[config.mk]
export PLATFORM = sky130hd
export DESIGN_NAME = slsr_top
export DESIGN_NICKNAME = d
export VERILOG_FILES = /design/src/rtl/slsr_pkg.sv /design/src/rtl/slsr_sync.sv /design/src/rtl/slsr_edge.sv /design/src/rtl/slsr_evt_map.sv /design/src/rtl/slsr_top.sv
export SDC_FILE = /design/constraint.sdc
export NUM_CORES = 1
export LEC_CHECK = 0
export ABC_AREA = 1
export BUFFER_PORTS_ARGS = -buffer_cell sky130_fd_sc_hd__buf_2
export CAP_MARGIN = 20
export CORE_AREA = 2 2 39 41
export DETAILED_ROUTE_END_ITERATION = 8
export DIE_AREA = 0 0 41 43
export GPL_ROUTABILITY_DRIVEN = 0
export PLACE_DENSITY = 0.75
export SYNTH_ARGS = -nofsm -noshare
export SYNTH_HDL_FRONTEND = slang
export SYNTH_SLANG_ARGS = --single-unit
[constraint.sdc]
create_clock -name clk -period 2.2 [get_ports clk]
set_input_delay 0.11 -clock clk [delete_from_list [all_inputs] [get_ports clk]]
set_output_delay 0.11 -clock clk [all_outputs]
set_load 0.1 [all_outputs]
[src/rtl/slsr_pkg.sv]
package slsr_pkg;
  typedef enum logic [1:0] {
    MODE_ASYNC = 2'b00,
    MODE_BYTE  = 2'b01,
    MODE_BIT   = 2'b10,
    MODE_RSVD  = 2'b11
  } line_mode_e;

  localparam int STAT_W  = 4;
  localparam int BIT_CTS = 3;
  localparam int BIT_DCD = 2;
  localparam int BIT_RX1 = 1;
  localparam int BIT_RX0 = 0;
  localparam int LINES   = 2;
endpackage

[src/rtl/slsr_sync.sv]
module slsr_sync #(
  parameter int WIDTH  = 2,
  parameter int STAGES = 2
) (
  input  logic             clk,
  input  logic             rst,
  input  logic [WIDTH-1:0] d,
  output logic [WIDTH-1:0] q
);
  logic [WIDTH-1:0] stg [STAGES];

  always_ff @(posedge clk) begin
    if (rst) begin
      for (int i = 0; i < STAGES; i++) stg[i] <= d;
    end else begin
      stg[0] <= d;
      for (int i = 1; i < STAGES; i++) stg[i] <= stg[i-1];
    end
  end

  assign q = stg[STAGES-1];
endmodule

[src/rtl/slsr_edge.sv]
module slsr_edge #(
  parameter int WIDTH = 2
) (
  input  logic             clk,
  input  logic             rst,
  input  logic [WIDTH-1:0] lvl,
  output logic [WIDTH-1:0] chg
);
  logic [WIDTH-1:0] prev;

  always_ff @(posedge clk) begin
    prev <= lvl;
  end

  assign chg = rst ? '0 : (lvl ^ prev);
endmodule

[src/rtl/slsr_evt_map.sv]
module slsr_evt_map
  import slsr_pkg::*;
(
  input  logic [1:0] mode,
  input  logic       evt_brk_start,
  input  logic       evt_brk_end,
  input  logic       evt_abort,
  input  logic       evt_idle,
  output logic [1:0] set_rx
);
  always_comb begin
    case (line_mode_e'(mode))
      MODE_ASYNC: set_rx = {evt_brk_start, evt_brk_end};
      MODE_BIT:   set_rx = {evt_abort, evt_idle};
      default:    set_rx = 2'b00;
    endcase
  end
endmodule

[src/rtl/slsr_top.sv]
module slsr_top
  import slsr_pkg::*;
#(
  parameter int SYNC_STAGES = 2
) (
  input  logic              clk,
  input  logic              rst,
  input  logic              cts_in,
  input  logic              dcd_in,
  input  logic [1:0]        mode,
  input  logic              evt_brk_start,
  input  logic              evt_brk_end,
  input  logic              evt_abort,
  input  logic              evt_idle,
  input  logic              wr_en,
  input  logic [STAT_W-1:0] wr_data,
  output logic [STAT_W-1:0] rd_data,
  output logic              irq
);
  logic [LINES-1:0]  line_sync;
  logic [LINES-1:0]  line_chg;
  logic [1:0]        set_rx;
  logic [1:0]        mode_q;
  logic              mode_chg;
  logic [STAT_W-1:0] stat_q;
  logic [STAT_W-1:0] set_vec;
  logic [STAT_W-1:0] clr_vec;
  logic [STAT_W-1:0] stat_d;
  logic              irq_q;

  slsr_sync #(.WIDTH(LINES), .STAGES(SYNC_STAGES)) u_sync (
    .clk (clk),
    .rst (rst),
    .d   ({cts_in, dcd_in}),
    .q   (line_sync)
  );

  slsr_edge #(.WIDTH(LINES)) u_edge (
    .clk (clk),
    .rst (rst),
    .lvl (line_sync),
    .chg (line_chg)
  );

  slsr_evt_map u_map (
    .mode          (mode),
    .evt_brk_start (evt_brk_start),
    .evt_brk_end   (evt_brk_end),
    .evt_abort     (evt_abort),
    .evt_idle      (evt_idle),
    .set_rx        (set_rx)
  );

  assign mode_chg = (mode != mode_q);
  assign set_vec  = {line_chg, set_rx};
  assign clr_vec  = wr_en ? wr_data : '0;

  always_comb begin
    stat_d = (stat_q & ~clr_vec) | set_vec;
    if (mode_chg) stat_d[BIT_RX1:BIT_RX0] = 2'b00;
  end

  always_ff @(posedge clk) begin
    if (rst) begin
      stat_q <= '0;
      irq_q  <= 1'b0;
      mode_q <= mode;
    end else begin
      stat_q <= stat_d;
      irq_q  <= |stat_d;
      mode_q <= mode;
    end
  end

  assign rd_data = stat_q;
  assign irq     = irq_q;
endmodule

* Word level (Yosys, flattened, before mapping) *
Memories as Yosys holds them, arrays and structs flattened.
Cells that the tools add are included.
Widths: inputs -> output; s select.

storage, ports and cells
  memory bits (writable) = 4
  input bits = 15
  flip-flop bits (word level) = 9
  output and inout port bits = 5
  memories = 1

memory list
  name        depth  bits a word  read ports  clocked after memory_dff  wr ports  RTL line         RTL
  u_sync.stg  2      2            2           0                         2         slsr_sync.sv:10  logic [WIDTH-1:0] stg [STAGES];

cells by class
  equal/unequal tests = 2
  reductions and logical operators = 2
  muxes and demuxes = 9
  bitwise gates (word level) = 6

operators by type and width
  kind                count
  $mux 2              4
  $and 4x4->4         1
  $mux 4              1
  $not 4->4           1
  $or 4x4->4          1
  $pmux 2 s2          1
  $reduce_or 4->1     1
  $mux 1              3
  $eq 2x2->1 const B  1
  $logic_not 2->1     1
  $ne 2x2->1          1
  $or 1x1->1          2
  $xor 2x2->2         1

* Longest topological paths before layout *
Gate-level depths: netlist of run 1.

  depth in word-level cells = 6
  depth in mapped cells = 6
  gate-level depth less buffers = 6

* By module *
A second synthesis of run 1 with hierarchy kept.

second synthesis, totals
  cells, all modules = 75
  area total of the unflattened synthesis = 511.7 um^2

modules (own cells, without submodules)
  module        area each (um^2)  cells an instance  times used
  slsr_top      281.5             43                 1
  slsr_sync     121.4             13                 1
  slsr_edge     73.8              11                 1
  slsr_evt_map  35.0              8                  1

* Worst setup path before layout of run 1 *
Ideal clock, no wire load.

  path type = register to register
  start = register stat_q[3] (netlist: rd_data[3])
  end = register irq_q (netlist: irq)
  data arrival time = 1,319 ps
  cell stages (with the launch flop) = 5
  buffers on the path = 0
  setup slack = 823 ps
  required time = 2,142 ps
  path through = dfxtp_1 -> nand2_1 -> a21oi_1 -> a21oi_1 -> nand2_1

between the ends
  cells in the longest elaborated chain, start to end = 3

RTL lines
  item                    RTL line        RTL
  from (decl)             slsr_top.sv:25  logic [STAT_W-1:0] stat_q;
  from (signal assigned)  slsr_top.sv:69  stat_q <= stat_d;
  $and 4x4->4             slsr_top.sv:59  stat_d = (stat_q & ~clr_vec) | set_vec;
  $or 4x4->4              slsr_top.sv:59
  $reduce_or 4->1         slsr_top.sv:70  irq_q <= |stat_d;
  to (signal assigned)    slsr_top.sv:70
  to (decl)               slsr_top.sv:29  logic irq_q;

Every way passes these cells.
A chain may end at the register's enable or synchronous reset.

* Final worst setup path of run 1 *
  start = register stat_q[0] (netlist: rd_data[0])
  end = output rd_data[0]

RTL lines
  item       RTL line        RTL
  to (decl)  slsr_top.sv:17  output logic [STAT_W-1:0] rd_data,

No word-level cell between the ends.

==> flow_summary.html, run 1 <==
<table>
<tr><th>Metric</th><th>Value</th></tr>
<tr><th colspan="2">Outcome</th></tr>
<tr><td>Run status</td><td>completed</td></tr>
<tr><th colspan="2">Logic synthesis</th></tr>
<tr><td>Synth warn</td><td>0</td></tr>
<tr><td>Synthesized flop and latch total</td><td>13</td></tr>
<tr><td>Post-synthesis sequential area ratio</td><td>0.533</td></tr>
<tr><td>Post-Syn Nets</td><td>81</td></tr>
<tr><td>Number of distinct library cells after synthesis</td><td>10</td></tr>
<tr><td>Number of standard cells after synthesis</td><td>66</td></tr>
<tr><td>Per-instance average area after synthesis</td><td>7.39 um2</td></tr>
<tr><td>Post-synthesis instance area</td><td>488 um2</td></tr>
<tr><th colspan="2">Clock tree</th></tr>
<tr><td>Gates resized, CTS repair</td><td>0</td></tr>
<tr><td>Clock tree from TritonCTS</td><td>built</td></tr>
<tr><td>Post-CTS clock slew at the launch and capture registers of the worst setup and hold paths</td><td>0.08 ns</td></tr>
<tr><td>CTS root buffer</td><td>sky130_fd_sc_hd__clkbuf_4</td></tr>
<tr><td>Clock Tree Buf Depth</td><td>2</td></tr>
<tr><td>CTS Buf Count</td><td>3</td></tr>
<tr><td>Clock tree sinks</td><td>13</td></tr>
<tr><td>Maximum level of the CTS H-tree</td><td>1</td></tr>
<tr><td>Number of buffers inserted by hold repair at cts</td><td>4</td></tr>
<tr><td>Post-CTS setup-driven buffer insertion count</td><td>0</td></tr>
<tr><td>Latest clock arrival within the worst-skew pair</td><td>0.27 ns</td></tr>
<tr><th colspan="2">Pwr</th></tr>
<tr><td>Combinational share of power</td><td>0.231</td></tr>
<tr><td>Switching power summed over all nets</td><td>172 uW</td></tr>
<tr><td>Part of the total power dissipated in the clock network</td><td>0.275</td></tr>
<tr><td>Pwr per Cell Area</td><td>784 nW/um2</td></tr>
<tr><td>Sequential fraction of design power</td><td>0.494</td></tr>
<tr><td>Switching power share of the total</td><td>0.328</td></tr>
<tr><td>Internal cell power</td><td>about 350 uW</td></tr>
<tr><td>Worst VDD drop</td><td>between 300 and 400 uV</td></tr>
<tr><td>Static leakage power</td><td>0.000369 uW</td></tr>
<tr><th colspan="2">Timing</th></tr>
<tr><td>Unrepaired setup endpoints after global routing</td><td>false</td></tr>
<tr><td>Final setup slack of the worst path</td><td>~1.1 ns</td></tr>
<tr><td>Actual transition at the worst max-transition pin</td><td>a little under 0.5 ns</td></tr>
<tr><td>Maximum clock rate</td><td>between 0.8 and 0.9 GHz</td></tr>
<tr><td>Setup violators final</td><td>0</td></tr>
<tr><td>Smallest hold slack</td><td>0.0864 ns</td></tr>
<tr><td>Hold Violations, Final</td><td>0</td></tr>
<tr><td>Final period util</td><td>0.518</td></tr>
<tr><td>Tightest slew margin relative to the limit</td><td>0.677</td></tr>
<tr><td>Final critical path time including I/O delays and setup</td><td>about 1.1 ns</td></tr>
<tr><td>Max Clock Skew</td><td>0.00282 ns</td></tr>
<tr><td>Number of max-slew violations in the final report</td><td>0</td></tr>
<tr><td>Setup TNS Final</td><td>0 ns</td></tr>
<tr><th colspan="2">Detailed routing</th></tr>
<tr><td>DRC violation total after the first TritonRoute iteration</td><td>1</td></tr>
<tr><td>Sum of routed wire length over all layers</td><td>940 um</td></tr>
<tr><td>Detailed-router iteration count before antenna repair</td><td>4</td></tr>
<tr><td>Detailed-route wire length per cell</td><td>around 8.6 um</td></tr>
<tr><td>Post-detailed-route DRC marker count</td><td>0</td></tr>
<tr><td>Total vias in the final route</td><td>486</td></tr>
<tr><td>Final ANT Viol Nets</td><td>0</td></tr>
<tr><td>Vias per inst</td><td>4.46</td></tr>
<tr><th colspan="2">GRT</th></tr>
<tr><td>Number of global-route vias before repair</td><td>422</td></tr>
<tr><td>Global-route wire length before repair</td><td>1.53 mm</td></tr>
<tr><td>Pin count of the biggest net entering global routing</td><td>9</td></tr>
<tr><td>Global-route total usage across every layer</td><td>0.129</td></tr>
<tr><td>Initial antenna violation count</td><td>0</td></tr>
<tr><td>GRT overflow</td><td>0</td></tr>
<tr><th colspan="2">Critical path</th></tr>
<tr><td>Standard cell with the maximum stage delay on the critical path</td><td>sky130_fd_sc_hd__buf_2</td></tr>
<tr><td>Required time of the critical path</td><td>2.09 ns</td></tr>
<tr><td>Worst setup path category</td><td>register to output port</td></tr>
<tr><td>Startpoint type of the worst setup path</td><td>register</td></tr>
<tr><td>Reg2reg end</td><td>irq$_SDFF_PP0_</td></tr>
<tr><td>Peak fanout along the critical path</td><td>2</td></tr>
<tr><td>Ordered cell list for the critical path</td><td>buf_2</td></tr>
<tr><td>Arrival time worst endpoint</td><td>1.03 ns</td></tr>
<tr><td>Reg-to-reg setup timing slack</td><td>1.35 ns</td></tr>
<tr><td>Start of the worst register-to-register path</td><td>mode_q[1]$_DFF_P_</td></tr>
<tr><td>Critical Path Max Stage Delay</td><td>0.43 ns</td></tr>
<tr><td>R2r worst-path depth</td><td>6</td></tr>
<tr><td>Number of buffers and inverters on the critical path</td><td>1</td></tr>
<tr><td>Critical path endpoint category</td><td>output port</td></tr>
<tr><td>Critical path's top delay family</td><td>buffers and inverters</td></tr>
<tr><th colspan="2">Placed design</th></tr>
<tr><td>Post-Place Setup Slack</td><td>about 1.4 ns</td></tr>
<tr><td>Port Buffers</td><td>19</td></tr>
<tr><td>DPL Wire Length</td><td>between 700 and 800 um</td></tr>
<tr><td>Cell total after placement</td><td>~100</td></tr>
<tr><th colspan="2">Cells and area</th></tr>
<tr><td>Synthesis-to-layout area growth</td><td>37.4%</td></tr>
<tr><td>Fraction of layout cells with a size suffix above 1</td><td>0.333</td></tr>
<tr><td>Area taken by multi-input logic gates</td><td>194 um2</td></tr>
<tr><td>Most common cell after layout, fill and taps aside</td><td>sky130_fd_sc_hd__nand2_1</td></tr>
<tr><td># nets final</td><td>109</td></tr>
<tr><td>N_diodes</td><td>0</td></tr>
<tr><td>FF/Latch Area</td><td>260 um2</td></tr>
<tr><td>Filler Cell Count</td><td>137</td></tr>
<tr><td>Final standard cell count with taps included and fillers excluded</td><td>around 110</td></tr>
<tr><td>Highest-count cells in the layout ignoring fill and taps</td><td>sky130_fd_sc_hd__nand2_1, sky130_fd_sc_hd__buf_2, sky130_fd_sc_hd__dfxtp_1, sky130_fd_sc_hd__inv_1, sky130_fd_sc_hd__nand3_1</td></tr>
<tr><th colspan="2">Floorplan</th></tr>
<tr><td>I/O Pins</td><td>20</td></tr>
<tr><td>Die footprint</td><td>1760 um2</td></tr>
<tr><td>Floorplan row count</td><td>14</td></tr>
<tr><td>Vertical extent of the die</td><td>43 um</td></tr>
<tr><td>Core region area</td><td>1380 um2</td></tr>
<tr><td>Initial Util</td><td>0.353</td></tr>
<tr><td>Width of the chip</td><td>41 um</td></tr>
<tr><th colspan="2">Worst hold path</th></tr>
<tr><td>Worst hold path type</td><td>input pin to register</td></tr>
<tr><td>Min-Delay Startpoint</td><td>rst</td></tr>
<tr><td>Endpoint of the worst hold path</td><td>rd_data[1]$_SDFF_PP0_</td></tr>
<tr><td>Hold depth</td><td>2</td></tr>
<tr><th colspan="2">Job</th></tr>
<tr><td>Max-cap violations</td><td>0</td></tr>
</table>
==> cell usage after synthesis <==
cell type / instances / share of area
sky130_fd_sc_hd__inv_1: 6 / 0.046
sky130_fd_sc_hd__inv_2: 3 / 0.023
sky130_fd_sc_hd__nor2_2: 2 / 0.026
sky130_fd_sc_hd__nand2_1: 27 / 0.21
sky130_fd_sc_hd__nand3_1: 6 / 0.062
sky130_fd_sc_hd__dfxtp_1: 13 / 0.53
sky130_fd_sc_hd__nor2_1: 2 / 0.015
sky130_fd_sc_hd__nand2_2: 2 / 0.026
sky130_fd_sc_hd__nand3_2: 1 / 0.021
sky130_fd_sc_hd__a21oi_1: 4 / 0.041
==> worst reg2reg max path, delay by kind of cell (launching register included) <==
kind | cells | cell delay [ns]
AOI/OAI and AO/OA | 1 | 0.11
buffers and inverters | 1 | 0.05
DFF | 1 | 0.32
and+or+nand+nor | 4 | 0.26
==> cell families (layout without fill, tap and decap cells) <==
logic type | Yosys count | count (layout) | share of synthesized area
simple gates | 40 | 40 | 0.356
compound gates | 4 | 4 | 0.0410
flops | 13 | 13 | 0.533
buf+inv | 9 | 36 | 0.0692
==> state kept, by name, summed over array words and instances (netlist names) <==
| signal | count |
|---|---|
| mode_q | 2 |
| u_edge.prev | 2 |
| rd_data | 4 |
| irq | 1 |
| u_sync.stg | 4 |
==> worst max path at each step <==
| stage | from | slack (ns) | end | cells past startpoint |
|---|---|---|---|---|
| floorplan | rd_data[3]$_SDFF_PP0_ | 0.82 | irq$_SDFF_PP0_ | 4 |
| global placement | rd_data[1]$_SDFF_PP0_ | 1.37 | rd_data[1] | 1 |
| detailed placement | mode_q[1]$_DFF_P_ | 1.35 | irq$_SDFF_PP0_ | 6 |
| CTS | rd_data[0]$_SDFF_PP0_ | 1.05 | rd_data[0] | 1 |
| global route | rd_data[3]$_SDFF_PP0_ | 1.01 | rd_data[3] | 1 |
| finish | rd_data[0]$_SDFF_PP0_ | 1.06 | rd_data[0] | 1 |
==> per-stage QoR <==
stage                     instance area [um2]  total power (uW)   util
after global placement                    603               379  0.436
after CTS                                 671               533  0.485
after floorplan                           488               352      -
after detailed placement                  603               382  0.436
after global routing                      671               555  0.485
final                                     671               525  0.485
==> cell type report <==
type,count,area share
clock inverters,1,0.00746
clock buffers,3,0.0336
well taps,16,0.0299
multi-input cells,44,0.289
inverters,9,0.0504
repair buffers,23,0.201
flip-flops and latches,13,0.388
==> power groups by stage <==
stage / Clock [uW] / Combinational (uW) / Sequential [uW]
after floorplan: 0 / 32.7 / 319
after global placement: 0 / 114 / 264
after detailed placement: 0 / 117 / 266
after CTS: 151 / 122 / 260
after global routing: 161 / 131 / 262
final: 145 / 121 / 260
==> per-layer routing <==
layer	vias to the layer above	global-route usage	wire length, um
li1	255	-	-
met1	219	0.141	418
met2	10	0.209	480
met3	2	0.0314	32
met4	0	0.0800	10
met5	-	0	0
(Power assumes the default switching activity.)
==> run 2: changes to the inputs <==
--- a/config.mk
+++ b/config.mk
@@ -12,7 +12,7 @@
 export DETAILED_ROUTE_END_ITERATION = 8
 export DIE_AREA = 0 0 41 43
 export GPL_ROUTABILITY_DRIVEN = 0
-export PLACE_DENSITY = 0.75
+export PLACE_DENSITY = 0.77
 export SYNTH_ARGS = -nofsm -noshare
 export SYNTH_HDL_FRONTEND = slang
 export SYNTH_SLANG_ARGS = --single-unit
==> constraint.sdc (replaced) <==
create_clock -name clk -period 1 [get_ports clk]
set_input_delay 0.05 -clock clk [delete_from_list [all_inputs] [get_ports clk]]
set_output_delay 0.05 -clock clk [all_outputs]
set_load 0.1 [all_outputs]
==> flow_summary.html, run 2 (synthesis gave the netlist of run 1 again) <==
<table>
<tr><th>Metric</th><th>Value</th></tr>
<tr><th colspan="2">Cells and area</th></tr>
<tr><td>Most common cell after layout, fill and taps aside</td><td>sky130_fd_sc_hd__nand2_1</td></tr>
<tr><td>Highest-count cells in the layout ignoring fill and taps</td><td>sky130_fd_sc_hd__nand2_1, sky130_fd_sc_hd__buf_2, sky130_fd_sc_hd__dfxtp_1, sky130_fd_sc_hd__inv_1, sky130_fd_sc_hd__nand3_1</td></tr>
<tr><td>Synthesis-to-layout area growth</td><td>57.4%</td></tr>
<tr><td>N_diodes</td><td>0 (unchanged)</td></tr>
<tr><td>Filler Cell Count</td><td>132 (-3.6%)</td></tr>
<tr><td>Fraction of layout cells with a size suffix above 1</td><td>0.370 (+0.0362)</td></tr>
<tr><td># nets final</td><td>108 (-0.92%)</td></tr>
<tr><th colspan="2">Timing</th></tr>
<tr><td>Max Clock Skew</td><td>0.00565 ns (+0.00282 ns)</td></tr>
<tr><td>Tightest slew margin relative to the limit</td><td>0.869 (+0.192)</td></tr>
<tr><td>Hold Violations, Final</td><td>0 (unchanged)</td></tr>
<tr><td>Setup violators final</td><td>0 (unchanged)</td></tr>
<tr><td>Setup TNS Final</td><td>0 ns (unchanged)</td></tr>
<tr><td>Actual transition at the worst max-transition pin</td><td>0.197 ns (-0.291 ns)</td></tr>
<tr><td>Number of max-slew violations in the final report</td><td>0 (unchanged)</td></tr>
<tr><td>Maximum clock rate</td><td>1.02 GHz</td></tr>
<tr><td>Final period util</td><td>0.982</td></tr>
<tr><td>Final critical path time including I/O delays and setup</td><td>0.982 ns</td></tr>
<tr><th colspan="2">Critical path</th></tr>
<tr><td>Worst setup path category</td><td>input pin to register</td></tr>
<tr><td>Arrival time worst endpoint</td><td>1.15 ns (+0.12 ns)</td></tr>
<tr><td>Critical path's top delay family</td><td>buffers and inverters</td></tr>
<tr><td>Critical path endpoint category</td><td>register</td></tr>
<tr><td>Startpoint type of the worst setup path</td><td>input pin</td></tr>
<tr><td>Number of buffers and inverters on the critical path</td><td>3 (+2)</td></tr>
<tr><td>Ordered cell list for the critical path</td><td>dlygate4sd3_1 -&gt; buf_6 -&gt; inv_4 -&gt; nand3_1 -&gt; nand3_1 -&gt; a21oi_1 -&gt; nand2_1</td></tr>
<tr><td>Standard cell with the maximum stage delay on the critical path</td><td>sky130_fd_sc_hd__dlygate4sd3_1</td></tr>
<tr><td>Peak fanout along the critical path</td><td>5 (+3)</td></tr>
<tr><td>Critical Path Max Stage Delay</td><td>0.54 ns (+0.11 ns)</td></tr>
<tr><td>CP dominant cell by count</td><td>sky130_fd_sc_hd__nand3_1</td></tr>
<tr><td>Required time of the critical path</td><td>1.17 ns (-0.92 ns)</td></tr>
<tr><th colspan="2">Floorplan</th></tr>
<tr><td>Initial Util</td><td>0.353 (unchanged)</td></tr>
<tr><td>Core region area</td><td>1380 um2 (unchanged)</td></tr>
<tr><td>Die footprint</td><td>1760 um2 (unchanged)</td></tr>
<tr><td>Floorplan row count</td><td>14 (unchanged)</td></tr>
<tr><td>Width of the chip</td><td>41 um (unchanged)</td></tr>
<tr><td>Vertical extent of the die</td><td>43 um (unchanged)</td></tr>
<tr><td>I/O Pins</td><td>20 (unchanged)</td></tr>
<tr><th colspan="2">Outcome</th></tr>
<tr><td>Run status</td><td>completed</td></tr>
<tr><th colspan="2">Clock tree</th></tr>
<tr><td>CTS root buffer</td><td>sky130_fd_sc_hd__clkbuf_4</td></tr>
<tr><td>Clock Tree Buf Depth</td><td>2 (unchanged)</td></tr>
<tr><td>Clock tree sinks</td><td>13 (unchanged)</td></tr>
<tr><td>Post-CTS clock slew at the launch and capture registers of the worst setup and hold paths</td><td>0.07 ns (about the same)</td></tr>
<tr><td>Clock tree from TritonCTS</td><td>built</td></tr>
<tr><td>CTS Buf Count</td><td>3 (unchanged)</td></tr>
<tr><td>Latest clock arrival within the worst-skew pair</td><td>0.27 ns (about the same)</td></tr>
<tr><td>Post-CTS setup-driven buffer insertion count</td><td>0 (unchanged)</td></tr>
<tr><td>Maximum level of the CTS H-tree</td><td>1 (unchanged)</td></tr>
<tr><th colspan="2">GRT</th></tr>
<tr><td>Initial antenna violation count</td><td>0 (unchanged)</td></tr>
<tr><td>Number of global-route vias before repair</td><td>425 (+0.71%)</td></tr>
<tr><td>GRT overflow</td><td>0 (unchanged)</td></tr>
<tr><td>Global-route total usage across every layer</td><td>0.141 (+0.0123)</td></tr>
<tr><td>Pin count of the biggest net entering global routing</td><td>8 (-1)</td></tr>
<tr><td>Global-route wire length before repair</td><td>1.59 mm (+4.0%)</td></tr>
<tr><th colspan="2">Worst hold path</th></tr>
<tr><td>Worst hold path type</td><td>input pin to register</td></tr>
<tr><th colspan="2">Detailed routing</th></tr>
<tr><td>Post-detailed-route DRC marker count</td><td>0 (unchanged)</td></tr>
<tr><td>Vias per inst</td><td>4.44 (-0.53%)</td></tr>
<tr><td>Final ANT Viol Nets</td><td>0 (unchanged)</td></tr>
<tr><td>Detailed-route wire length per cell</td><td>9.61 um (+11%)</td></tr>
<tr><td>Total vias in the final route</td><td>479 (-1.4%)</td></tr>
<tr><td>Detailed-router iteration count before antenna repair</td><td>4 (unchanged)</td></tr>
<tr><td>Sum of routed wire length over all layers</td><td>1.04 mm (+10%)</td></tr>
<tr><td>DRC violation total after the first TritonRoute iteration</td><td>4 (+3)</td></tr>
<tr><th colspan="2">Pwr</th></tr>
<tr><td>Total power of the final layout</td><td>1220 uW (+130%)</td></tr>
<tr><td>Worst VDD drop</td><td>1010 uV (+180%)</td></tr>
<tr><td>Static leakage power</td><td>0.000388 uW (+5.2%)</td></tr>
<tr><td>Pwr per Cell Area</td><td>1580 nW/um2 (+100%)</td></tr>
<tr><th colspan="2">Placed design</th></tr>
<tr><td>Port Buffers</td><td>19 (unchanged)</td></tr>
<tr><td>DPL Wire Length</td><td>777 um (+5.4%)</td></tr>
<tr><th colspan="2">Job</th></tr>
<tr><td>Max-cap violations</td><td>0 (unchanged)</td></tr>
</table>
-- run 2: changes by cell type in the layout (fill, tap and decap cells not counted), sizes merged --
| cell | delta |
|---|---|
| buf | -1 |
| clkbuf | +1 |
| clkinv | -1 |
-- run 2: power by group --
group          internal (uW)  total, uW  switching, uW
clock network            155        312            158
logic                    127        324            198
registers                553        579           25.8
-- run 2: worst paths after layout --
| kind | start | endpoint | slack (ns) | depth (start not counted) |
|---|---|---|---|---|
| setup / recovery | mode[1] | irq$_SDFF_PP0_ | 0.02 | 7 |
| hold / removal | rst | rd_data[1]$_SDFF_PP0_ | 0.02 | 2 |
| setup reg to reg | rd_data[0]$_SDFF_PP0_ | irq$_SDFF_PP0_ | 0.15 | 4 |
| hold reg to reg | u_sync.stg[0][3]$_DFF_P_ | u_edge.prev[1]$_DFF_P_ | 0.37 | 0 |
-- run 2: final cells by class --
class / instances / area, um2 / area share
tap: 16 / 20.0 / 0.0261
inverter: 9 / 38.8 / 0.0505
timing repair buffer: 22 / 211 / 0.275
clock buffer: 4 / 26.3 / 0.0342
multi-input combinational: 44 / 196 / 0.256
sequential: 13 / 275 / 0.358
-- run 2: worst register-to-register path, cell delays in order, from the launching register on --
cell and delay, ns:
sky130_fd_sc_hd__dfxtp_4 0.35, sky130_fd_sc_hd__nand2_1 0.08, sky130_fd_sc_hd__nand3_1 0.12, sky130_fd_sc_hd__a21oi_1 0.14, sky130_fd_sc_hd__nand2_1 0.06
-- run 2: repair_timing --
| action | 4_1_cts | 5_1_grt |
|---|---|---|
| hold buffers | 4 | 0 |
| hold endpoints to repair | 6 | 0 |
| endpoints found under the setup margin | 0 | 1 |
| resized for setup | 0 | 5 |
-- run 2: metrics by stage --
stage	cells	area, um2	setup WS [ns]	util	hold slack (ns)
final	108	768	0.0183	0.555	0.0226
after floorplan	66	503	0.0410	-	0.0777
after CTS	109	759	0.0175	0.549	0.0200
after detailed placement	101	693	0.165	0.501	0.170
after global routing	108	768	-0.0214	0.555	0.0225
after global placement	101	693	0.177	0.501	0.168
-- run 2: layer usage --
layer  GRT usage  up-vias  wire length [um]
met2       0.197       17               532
li1            -      253                 -
met4       0.147        0                57
met3      0.0314        8                57
met5           0        -                 0
met1       0.161      201               391
==> run 3: changes to the inputs <==
--- a/config.mk
+++ b/config.mk
@@ -12,7 +12,7 @@
 export DETAILED_ROUTE_END_ITERATION = 8
 export DIE_AREA = 0 0 41 43
 export GPL_ROUTABILITY_DRIVEN = 0
-export PLACE_DENSITY = 0.77
+export PLACE_DENSITY = 0.66
 export SYNTH_ARGS = -nofsm -noshare
 export SYNTH_HDL_FRONTEND = slang
 export SYNTH_SLANG_ARGS = --single-unit
==> flow_summary.html, run 3 (synthesis gave the netlist of run 1 again) <==
<table>
<tr><th>Metric</th><th>Value</th></tr>
<tr><th colspan="2">Detailed routing</th></tr>
<tr><td>Post-detailed-route DRC marker count</td><td>0 (unchanged)</td></tr>
<tr><td>Sum of routed wire length over all layers</td><td>944 um (-9.1%)</td></tr>
<tr><td>Total vias in the final route</td><td>474 (-1.0%)</td></tr>
<tr><td>Vias per inst</td><td>4.39 (-1.0%)</td></tr>
<tr><td>Final ANT Viol Nets</td><td>0 (unchanged)</td></tr>
<tr><td>Detailed-route wire length per cell</td><td>8.74 um (-9.1%)</td></tr>
<tr><td>Detailed-router iteration count before antenna repair</td><td>4 (unchanged)</td></tr>
<tr><td>DRC violation total after the first TritonRoute iteration</td><td>3 (-1)</td></tr>
<tr><th colspan="2">Critical path</th></tr>
<tr><td>Start of the worst register-to-register path</td><td>mode_q[0]$_DFF_P_</td></tr>
<tr><td>Critical path endpoint category</td><td>register</td></tr>
<tr><td>Worst setup path category</td><td>input pin to register</td></tr>
<tr><td>Startpoint type of the worst setup path</td><td>input pin</td></tr>
<tr><td>Reg-to-reg setup timing slack</td><td>0.14 ns (about the same)</td></tr>
<tr><td>Arrival time worst endpoint</td><td>1.16 ns (about the same)</td></tr>
<tr><td>R2r worst-path depth</td><td>6 (+2)</td></tr>
<tr><td>Peak fanout along the critical path</td><td>5 (unchanged)</td></tr>
<tr><td>Reg2reg end</td><td>rd_data[0]$_SDFF_PP0_</td></tr>
<tr><td>Required time of the critical path</td><td>1.17 ns (about the same)</td></tr>
<tr><th colspan="2">Floorplan</th></tr>
<tr><td>Die footprint</td><td>1760 um2 (unchanged)</td></tr>
<tr><td>Initial Util</td><td>0.353 (unchanged)</td></tr>
<tr><td>Core region area</td><td>1380 um2 (unchanged)</td></tr>
<tr><td>Vertical extent of the die</td><td>43 um (unchanged)</td></tr>
<tr><td>Floorplan row count</td><td>14 (unchanged)</td></tr>
<tr><td>Width of the chip</td><td>41 um (unchanged)</td></tr>
<tr><td>I/O Pins</td><td>20 (unchanged)</td></tr>
<tr><th colspan="2">Cells and area</th></tr>
<tr><td>Highest-count cells in the layout ignoring fill and taps</td><td>sky130_fd_sc_hd__nand2_1, sky130_fd_sc_hd__buf_2, sky130_fd_sc_hd__dfxtp_1, sky130_fd_sc_hd__inv_1, sky130_fd_sc_hd__nand3_1</td></tr>
<tr><td>Design Area, Final</td><td>772 um2 (+0.49%)</td></tr>
<tr><td>N_diodes</td><td>0 (unchanged)</td></tr>
<tr><td>Area taken by multi-input logic gates</td><td>199 um2 (+1.3%)</td></tr>
<tr><td>Synthesis-to-layout area growth</td><td>58.2%</td></tr>
<tr><td>Most common cell after layout, fill and taps aside</td><td>sky130_fd_sc_hd__nand2_1</td></tr>
<tr><td>Filler Cell Count</td><td>132 (unchanged)</td></tr>
<tr><td>Fraction of layout cells with a size suffix above 1</td><td>0.391 (+0.0217)</td></tr>
<tr><td>FF/Latch Area</td><td>275 um2 (unchanged)</td></tr>
<tr><td># nets final</td><td>108 (unchanged)</td></tr>
<tr><th colspan="2">Placed design</th></tr>
<tr><td>Post-DP Area</td><td>693 um2 (unchanged)</td></tr>
<tr><td>Post-Place Setup Slack</td><td>0.152 ns (-0.0128 ns)</td></tr>
<tr><td>DPL Wire Length</td><td>750 um (-3.5%)</td></tr>
<tr><td>Port Buffers</td><td>19 (unchanged)</td></tr>
<tr><th colspan="2">Pwr</th></tr>
<tr><td>Worst VDD drop</td><td>722 uV (-29%)</td></tr>
<tr><td>Static leakage power</td><td>0.000400 uW (+3.0%)</td></tr>
<tr><td>Pwr per Cell Area</td><td>1570 nW/um2 (-0.76%)</td></tr>
<tr><th colspan="2">Timing</th></tr>
<tr><td>Final period util</td><td>0.985 (+0.00375)</td></tr>
<tr><td>Max Clock Skew</td><td>0.00667 ns (+0.00103 ns)</td></tr>
<tr><td>Smallest hold slack</td><td>0.0407 ns (+0.0182 ns)</td></tr>
<tr><td>Maximum clock rate</td><td>1.01 GHz (-0.38%)</td></tr>
<tr><td>Actual transition at the worst max-transition pin</td><td>0.198 ns (+0.00117 ns)</td></tr>
<tr><td>Number of max-slew violations in the final report</td><td>0 (unchanged)</td></tr>
<tr><td>Final setup slack of the worst path</td><td>0.0145 ns (-0.00375 ns)</td></tr>
<tr><td>Setup violators final</td><td>0 (unchanged)</td></tr>
<tr><td>Hold Violations, Final</td><td>0 (unchanged)</td></tr>
<tr><td>Final critical path time including I/O delays and setup</td><td>0.985 ns (+0.00375 ns)</td></tr>
<tr><td>Setup TNS Final</td><td>0 ns (unchanged)</td></tr>
<tr><td>Unrepaired setup endpoints after global routing</td><td>false</td></tr>
<tr><td>Tightest slew margin relative to the limit</td><td>0.868 (about the same)</td></tr>
<tr><th colspan="2">Worst hold path</th></tr>
<tr><td>Hold depth</td><td>2 (unchanged)</td></tr>
<tr><td>Endpoint of the worst hold path</td><td>rd_data[1]$_SDFF_PP0_</td></tr>
<tr><td>Worst hold path type</td><td>input pin to register</td></tr>
<tr><td>Min-Delay Startpoint</td><td>rst</td></tr>
<tr><th colspan="2">GRT</th></tr>
<tr><td>GRT overflow</td><td>0 (unchanged)</td></tr>
<tr><td>Global-route wire length before repair</td><td>1.57 mm (-1.7%)</td></tr>
<tr><td>Pin count of the biggest net entering global routing</td><td>9 (+1)</td></tr>
<tr><td>Number of global-route vias before repair</td><td>438 (+3.1%)</td></tr>
<tr><td>Initial antenna violation count</td><td>0 (unchanged)</td></tr>
<tr><td>Global-route total usage across every layer</td><td>0.132 (-0.00909)</td></tr>
<tr><th colspan="2">Clock tree</th></tr>
<tr><td>Latest clock arrival within the worst-skew pair</td><td>0.27 ns (about the same)</td></tr>
<tr><td>Clock tree from TritonCTS</td><td>built</td></tr>
<tr><td>Clock Tree Buf Depth</td><td>2 (unchanged)</td></tr>
<tr><td>Maximum level of the CTS H-tree</td><td>1 (unchanged)</td></tr>
<tr><td>CTS root buffer</td><td>sky130_fd_sc_hd__clkbuf_4</td></tr>
<tr><td>Clock tree sinks</td><td>13 (unchanged)</td></tr>
<tr><td>Post-CTS clock slew at the launch and capture registers of the worst setup and hold paths</td><td>0.08 ns (about the same)</td></tr>
<tr><td>CTS Buf Count</td><td>3 (unchanged)</td></tr>
<tr><td>Post-CTS setup-driven buffer insertion count</td><td>0 (unchanged)</td></tr>
<tr><th colspan="2">Outcome</th></tr>
<tr><td>Run status</td><td>completed</td></tr>
<tr><th colspan="2">Job</th></tr>
<tr><td>Max-cap violations</td><td>0 (unchanged)</td></tr>
</table>
[run 3: cell types whose count changed in the layout (fill, tap and decap cells not counted)]
| cell | delta |
|---|---|
| sky130_fd_sc_hd__inv_4 | -1 |
| sky130_fd_sc_hd__nand2_2 | +1 |
| sky130_fd_sc_hd__nand2_1 | -1 |
| sky130_fd_sc_hd__clkinv_2 | +1 |
| sky130_fd_sc_hd__inv_2 | +1 |
| sky130_fd_sc_hd__dlymetal6s4s_1 | +1 |
| sky130_fd_sc_hd__clkbuf_1 | -1 |
| sky130_fd_sc_hd__dlygate4sd3_1 | -1 |
[run 3: area by class of cell]
type,instances,share of cell area
timing repair buffer,22,0.277
clock inverter,1,0.00648
multi-input combinational,44,0.258
clock buffer,3,0.0292
inverter,9,0.0470
tap,16,0.0259
sequential,13,0.357
[run 3: power by group]
part,switching [uW],internal [uW],total [uW]
sequential,25.5,553,579
combinational,197,127,324
clock,161,148,309
[run 3: metal layers]
layer / global-route usage / up-vias / wire length, um
met4: 0.100 / 0 / 14
li1: - / 255 / -
met5: 0 / - / 0
met2: 0.216 / 15 / 489
met3: 0.0314 / 2 / 54
met1: 0.134 / 202 / 385
[run 3: worst max-delay path by stage]
stage / cells after the start / start / slack (ns) / end
6_report: 8 / mode[1] / 0.01 / irq$_SDFF_PP0_
3_5_place_dp: 6 / mode_q[1]$_DFF_P_ / 0.15 / rd_data[0]$_SDFF_PP0_
3_3_place_gp: 4 / rd_data[0]$_SDFF_PP0_ / 0.18 / irq$_SDFF_PP0_
2_1_floorplan: 0 / irq$_SDFF_PP0_ / 0.04 / irq
5_1_grt: 8 / mode[1] / 0.004 / irq$_SDFF_PP0_
4_1_cts: 8 / mode[0] / 0.02 / irq$_SDFF_PP0_
[run 3: worst max-delay path: stages]
cell and delay [ns]:
sky130_fd_sc_hd__dlygate4sd3_1 0.56, sky130_fd_sc_hd__buf_6 0.14, sky130_fd_sc_hd__inv_4 0.05, sky130_fd_sc_hd__nand2_2 0.04
sky130_fd_sc_hd__nand2_2 0.07, sky130_fd_sc_hd__nor2_2 0.05, sky130_fd_sc_hd__a21oi_1 0.13, sky130_fd_sc_hd__nand2_1 0.06
[run 3: what timing repair did]
action                                  CTS  global route
hold endpoints to repair                  6             0
resized for setup                         0             6
endpoints found under the setup margin    0             3
hold buffers                              4             0
[run 3: metrics by stage]
step,total power [uW],util,std cells
after floorplan,773,-,66
after global routing,1280,0.558,108
after global placement,892,0.501,101
after CTS,1230,0.550,109
after detailed placement,900,0.501,101
final,1210,0.558,108
